<file path="src/rtl/spi_slave_pkg.sv">
package spi_slave_pkg;
  typedef struct packed {
    logic sample;
    logic shift;
  } spi_edge_t;
endpackage

</file>
<file path="src/rtl/spi_sync.sv">
module spi_sync #(
  parameter int unsigned       WIDTH   = 3,
  parameter int unsigned       STAGES  = 2,
  parameter logic [WIDTH-1:0]  RST_VAL = '0
) (
  input  logic             clk_i,
  input  logic             rst_ni,
  input  logic [WIDTH-1:0] d_i,
  output logic [WIDTH-1:0] q_o
);
  for (genvar s = 0; s < STAGES; s++) begin : g_stg
    logic [WIDTH-1:0] q;
    if (s == 0) begin : g_first
      always_ff @(posedge clk_i or negedge rst_ni)
        if (!rst_ni) q <= RST_VAL;
        else         q <= d_i;
    end else begin : g_next
      always_ff @(posedge clk_i or negedge rst_ni)
        if (!rst_ni) q <= RST_VAL;
        else         q <= g_stg[s-1].q;
    end
  end

  assign q_o = g_stg[STAGES-1].q;
endmodule

</file>
<file path="src/rtl/spi_edge_detect.sv">
module spi_edge_detect
  import spi_slave_pkg::*;
#(
  parameter bit CPOL = 1'b0,
  parameter bit CPHA = 1'b0
) (
  input  logic      clk_i,
  input  logic      rst_ni,
  input  logic      sclk_s_i,
  input  logic      active_i,
  output spi_edge_t edge_o
);
  logic prev_q;
  logic rise, fall, lead, trail;

  // keep tracking while idle so selection never sees a stale edge
  always_ff @(posedge clk_i or negedge rst_ni)
    if (!rst_ni) prev_q <= CPOL;
    else         prev_q <= sclk_s_i;

  assign rise = sclk_s_i & ~prev_q;
  assign fall = ~sclk_s_i & prev_q;

  if (CPOL) begin : g_lead_fall
    assign lead  = fall;
    assign trail = rise;
  end else begin : g_lead_rise
    assign lead  = rise;
    assign trail = fall;
  end

  if (CPHA) begin : g_ph1
    assign edge_o.sample = active_i & trail;
    assign edge_o.shift  = active_i & lead;
  end else begin : g_ph0
    assign edge_o.sample = active_i & lead;
    assign edge_o.shift  = active_i & trail;
  end

  a_r3_sample_gap: assert property (@(posedge clk_i) disable iff (!rst_ni)
    edge_o.sample |=> !edge_o.sample);
endmodule

</file>
<file path="src/rtl/spi_shift_core.sv">
module spi_shift_core
  import spi_slave_pkg::*;
#(
  parameter int unsigned DATA_W    = 8,
  parameter bit          LSB_FIRST = 1'b0
) (
  input  logic              clk_i,
  input  logic              rst_ni,
  input  logic              active_i,
  input  spi_edge_t         edge_i,
  input  logic              mosi_i,
  input  logic [DATA_W-1:0] tx_data_i,
  input  logic              tx_valid_i,
  output logic              miso_o,
  output logic              tx_take_o,
  output logic [DATA_W-1:0] rx_data_o,
  output logic              rx_valid_o
);
  localparam int unsigned CNT_W = $clog2(DATA_W + 1);
  localparam int unsigned ACC_W = (DATA_W > 1) ? DATA_W - 1 : 1;
  localparam logic [CNT_W-1:0] LAST = CNT_W'(DATA_W - 1);

  logic [CNT_W-1:0]  cnt_q;
  logic [ACC_W-1:0]  rx_acc_q, rx_acc_nxt;
  logic [DATA_W-1:0] rx_next, tx_sh_q, tx_shifted;
  logic              tx_full_q, last_bit, load;

  if (DATA_W == 1) begin : g_w1
    assign rx_next    = mosi_i;
    assign rx_acc_nxt = rx_acc_q;
    assign tx_shifted = 1'b0;
    assign miso_o     = tx_sh_q[0];
  end else if (LSB_FIRST) begin : g_lsb
    assign rx_next    = {mosi_i, rx_acc_q};
    assign rx_acc_nxt = rx_next[DATA_W-1:1];
    assign tx_shifted = {1'b0, tx_sh_q[DATA_W-1:1]};
    assign miso_o     = tx_sh_q[0];
  end else begin : g_msb
    assign rx_next    = {rx_acc_q, mosi_i};
    assign rx_acc_nxt = rx_next[ACC_W-1:0];
    assign tx_shifted = {tx_sh_q[DATA_W-2:0], 1'b0};
    assign miso_o     = tx_sh_q[DATA_W-1];
  end

  assign last_bit = (cnt_q == LAST);
  assign load = tx_valid_i &
                ((active_i & edge_i.sample & last_bit) | (~tx_full_q & (cnt_q == '0)));

  always_ff @(posedge clk_i or negedge rst_ni) begin
    if (!rst_ni) begin
      cnt_q      <= '0;
      rx_acc_q   <= '0;
      rx_data_o  <= '0;
      rx_valid_o <= 1'b0;
      tx_sh_q    <= '0;
      tx_full_q  <= 1'b0;
      tx_take_o  <= 1'b0;
    end else begin
      rx_valid_o <= 1'b0;
      tx_take_o  <= load;
      if (!active_i) begin
        cnt_q    <= '0;
        rx_acc_q <= '0;
        if (cnt_q != '0) begin  // aborted word: drop the rest
          tx_full_q <= 1'b0;
          tx_sh_q   <= '0;
        end
      end else begin
        if (edge_i.sample) begin
          rx_acc_q <= rx_acc_nxt;
          if (last_bit) begin
            cnt_q      <= '0;
            rx_data_o  <= rx_next;
            rx_valid_o <= 1'b1;
            tx_full_q  <= 1'b0;
            tx_sh_q    <= '0;
          end else begin
            cnt_q <= cnt_q + 1'b1;
          end
        end
        // first shift-edge of a word keeps the first bit in place
        if (edge_i.shift && cnt_q != '0) tx_sh_q <= tx_shifted;
      end
      if (load) begin
        tx_sh_q   <= tx_data_i;
        tx_full_q <= 1'b1;
      end
    end
  end

  a_r4_cnt_range: assert property (@(posedge clk_i) disable iff (!rst_ni)
    cnt_q < CNT_W'(DATA_W));
  a_r4_valid_pulse: assert property (@(posedge clk_i) disable iff (!rst_ni)
    rx_valid_o |=> !rx_valid_o);
  a_r1_idle_hold: assert property (@(posedge clk_i) disable iff (!rst_ni)
    !active_i |=> ($stable(rx_data_o) && !rx_valid_o));
  a_r6_take_needs_word: assert property (@(posedge clk_i) disable iff (!rst_ni)
    tx_take_o |-> $past(tx_valid_i));
endmodule

</file>
<file path="src/rtl/spi_slave_engine.sv">
module spi_slave_engine
  import spi_slave_pkg::*;
#(
  parameter int unsigned DATA_W      = 8,
  parameter bit          CPOL        = 1'b0,
  parameter bit          CPHA        = 1'b0,
  parameter bit          LSB_FIRST   = 1'b0,
  parameter int unsigned SYNC_STAGES = 2
) (
  input  logic              clk_i,
  input  logic              rst_ni,
  input  logic              sclk_i,
  input  logic              mosi_i,
  input  logic              ss_ni,
  output logic              miso_o,
  input  logic [DATA_W-1:0] tx_data_i,
  input  logic              tx_valid_i,
  output logic              tx_take_o,
  output logic [DATA_W-1:0] rx_data_o,
  output logic              rx_valid_o
);
  localparam logic [2:0] SYNC_RST = {1'b1, CPOL, 1'b0};

  logic [2:0] pins_s;
  logic       active;
  spi_edge_t  edges;

  spi_sync #(.WIDTH(3), .STAGES(SYNC_STAGES), .RST_VAL(SYNC_RST)) u_sync (
    .clk_i (clk_i),
    .rst_ni(rst_ni),
    .d_i   ({ss_ni, sclk_i, mosi_i}),
    .q_o   (pins_s)
  );

  assign active = ~pins_s[2];

  spi_edge_detect #(.CPOL(CPOL), .CPHA(CPHA)) u_edge (
    .clk_i   (clk_i),
    .rst_ni  (rst_ni),
    .sclk_s_i(pins_s[1]),
    .active_i(active),
    .edge_o  (edges)
  );

  spi_shift_core #(.DATA_W(DATA_W), .LSB_FIRST(LSB_FIRST)) u_core (
    .clk_i     (clk_i),
    .rst_ni    (rst_ni),
    .active_i  (active),
    .edge_i    (edges),
    .mosi_i    (pins_s[0]),
    .tx_data_i (tx_data_i),
    .tx_valid_i(tx_valid_i),
    .miso_o    (miso_o),
    .tx_take_o (tx_take_o),
    .rx_data_o (rx_data_o),
    .rx_valid_o(rx_valid_o)
  );
endmodule

</file>
<file path="config.mk">
export PLATFORM = sky130hd
export DESIGN_NAME = spi_slave_engine
export DESIGN_NICKNAME = d
export VERILOG_FILES = /design/src/rtl/spi_slave_pkg.sv /design/src/rtl/spi_sync.sv /design/src/rtl/spi_edge_detect.sv /design/src/rtl/spi_shift_core.sv /design/src/rtl/spi_slave_engine.sv
export SDC_FILE = /design/constraint.sdc
export NUM_CORES = 1
export LEC_CHECK = 0
export ABC_AREA = 1
export ABC_CLOCK_PERIOD_IN_PS = 3110
export CELL_PAD_IN_SITES_DETAIL_PLACEMENT = 0
export CELL_PAD_IN_SITES_GLOBAL_PLACEMENT = 1
export CORE_MARGIN = 2
export CORE_UTILIZATION = 39
export CTS_BUF_LIST = sky130_fd_sc_hd__clkbuf_2 sky130_fd_sc_hd__clkbuf_4 sky130_fd_sc_hd__clkbuf_8
export DETAILED_ROUTE_END_ITERATION = 10
export GPL_TIMING_DRIVEN = 0
export PLACE_DENSITY = 0.85
export SYNTH_ARGS = -nofsm -noshare
export SYNTH_HDL_FRONTEND = slang
export SYNTH_SLANG_ARGS = --single-unit
</file>
<file path="constraint.sdc">
create_clock -name clk_i -period 3.11 [get_ports clk_i]
set_input_delay 0.622 -clock clk_i [delete_from_list [all_inputs] [get_ports clk_i]]
set_output_delay 0.622 -clock clk_i [all_outputs]
set_load 0.05 [all_outputs]
</file>
==> qor.yml <==
yosys_warnings: 0
fin_tns_setup_ps: 0
critical_path.top_delay_family: "buffers and inverters"
critical_path_class: "flop to output pin"
layout-drive-gt1-share_pct: 10.4
io_pins: 25
rows: 22
synth_edf_count: 0
startpoint: "u_core.rx_data_o[1]"
crit_cells: 1
dp_hpwl_um: 2000
grt_usage_pct: 14.4
fin_cells: 249
drt_iter0_drc: 42
postCtsSetupBuffers: 0
cts_buffer_depth: 2
die_area_um2: 4460
setup_violations: 0
relSlewSlack_pct: 48.7
min_period_ps: 2080
netlist_top_cells_count: "dfrtp_1, nand2_1, inv_1, nor2_1, o21ai_1"
die_h_um: 66.8
endpoint_kind: "output pin"
placed_cells: 241
vdd_drop_max_uv: 330
p_leak_nw: 0.953
yosysTopAreaCell: "dfrtp_1"
hold_buffers: 0
status: "completed"
die-width_um: 66.8
cap_violations: 0
cp.buffers_inverters: 1
final_antenna_net_count: 0
grt_max_degree: 38
path_max_fanout: 2
synth_top_flop_cell: "dfrtp_1"
crit_slowest_cell: "clkdlybuf4s50_1"
syn_nets: 185
h-tree-depth: 2
min-delay-start: "u_sync.g_stg[0].q[0]"
r2r_slack_ps: 1570
avgSynthCellArea_um2: 9.10
grt_pass1_vias: 1105
r2r_start: "u_core.cnt_q[0]"
post-route-util_pct: 51.6
clkTransAtPathRegs_ps: 70
antenna_found_initial: 0
holdPathStages: 0
wl_per_cell_um: 10.8
viasPerCell: 4.51
min_to: "u_sync.q_o[0]"
grt_first_pass_wirelength_um: 4720
dr.pass1.iters: 4
synthArstFlopShare_pct: 100
placement.io_buffers: 24
cts_resized: 0
rsz0062_at_grt: "no"
core_um2: 3720
p_per_area_nw_per_um2: 545
worstPathCellList: "clkdlybuf4s50_1"
place_area_um2: 1830
worstReg2RegEnd: "u_core.tx_sh_q[1]"
hold_path.class: "flop to flop"
area_growth_pct: 24.8
overflow: 0
cts_tree: "yes"
fin_nets: 216
min_period_over_period_pct: 66.9
clk-insertion-delay-late_ps: 290
postSynthCellCount: 169
ys_seq_area_share_pct: 60.4
num-fill-cells: 348
yosys-top-cells-area: "dfrtp_1, nand2_1, inv_1"
cp.required_ps: 2490
n_antenna_cell: 0
fmax_mhz: 481
finalClockSkew_ps: 2.49
cts.root.buffer_cell: "clkbuf_8"
cts.sinks: 37
start_util_pct: 41.4
fin_area_um2: 1920
arrival_ps: 1460
tightest_slew_ps: 770
cts_buffers: 5
routed_wirelength_um: 2680
gp_congestion: 0.797
ys_ff_latch: 37
slew_violations: 0
route.vias.total: 1122
finalHoldViolCount: 0
yosys.cell_types.count: 19
drc_errors: 0
netlist.area_leader.share_pct: 57.0
rr_worst_depth: 10
totalPowerFinal_mw: 1.05
max_stage_delay_ps: 810
cp-start-kind: "flop"
synth_area_um2: 1540
-- worst max-delay path by stage --
stage,to,slack (ps)
floorplan,u_core.tx_sh_q[7],1760
finish,rx_data_o[1],1030
global placement,u_core.tx_sh_q[3],650
global route,rx_data_o[0],980
detailed placement,u_core.tx_sh_q[0],1230
CTS,rx_data_o[1],1020
-- placed cells by master (no fill, tap or decap), drive strengths merged, types with 5 or more instances in the layout --
master and instances:
clkbuf 5, clkdlybuf4s50 23, dfrtp 35, inv 33, nand2 41, nand3 5, nor2 25, o21ai 14
o22ai 7
-- area by class of cell --
cell class / instances / area, µm² / area share, %
Multi-Input combinational cell: 98 / 480 / 25.0
Timing Repair Buffer: 24 / 235 / 12.3
Clock buffer: 5 / 68.8 / 3.59
Buffer: 1 / 5.00 / 0.261
Sequential cell: 37 / 928 / 48.4
Inverter: 33 / 124 / 6.45
Clock inverter: 3 / 17.5 / 0.913
Tap cell: 48 / 60.1 / 3.13
-- routing by layer --
metal | vias up | wire (µm) | part of all wire, % | track usage [%]
li1 | 576 | - | - | -
met1 | 525 | 1210 | 45 | 16.7
met2 | 15 | 1290 | 48 | 23.9
met3 | 6 | 118 | 4.4 | 5.41
met4 | 0 | 55 | 2.1 | 6.12
met5 | - | 0 | 0 | 0
-- sequential cells by signal (all words and copies together) (netlist names) --
signal / cells
u_core.tx_full_q: 1
u_sync.g_stg.q: 3
u_sync.q_o: 3
u_core.cnt_q: 4
u_core.rx_data_o: 8
u_edge.prev_q: 1
u_core.rx_valid_o: 1
u_core.tx_sh_q: 8
u_core.rx_acc_q: 7
u_core.tx_take_o: 1
-- power breakdown --
group	switching (mW)	internal [mW]	total, mW	leakage, nW
registers	0.0230	0.527	0.550	0.486
logic	0.110	0.0620	0.172	0.424
clock network	0.171	0.154	0.325	0.0439
total	0.304	0.743	1.05	0.953
-- metrics by stage --
step	setup slack, ps	hold slack (ps)
2_1_floorplan	1760	326
3_5_place_dp	1230	342
4_1_cts	1020	359
3_3_place_gp	650	339
6_report	1030	353
5_1_grt	980	365
-- cells by family (layout without fill, tap and decap cells) --
group,Yosys count,in the layout,synth area share (%)
AND/OR/NAND/NOR,72,72,21.0
XOR/XNOR,1,1,0.570
flip-flops,37,37,60.4
buffers and inverters,34,66,8.38
adder cells (fa/ha/maj),2,2,1.63
AO/OA/AOI/OAI,23,23,8.06
(Power assumes the default switching activity.)
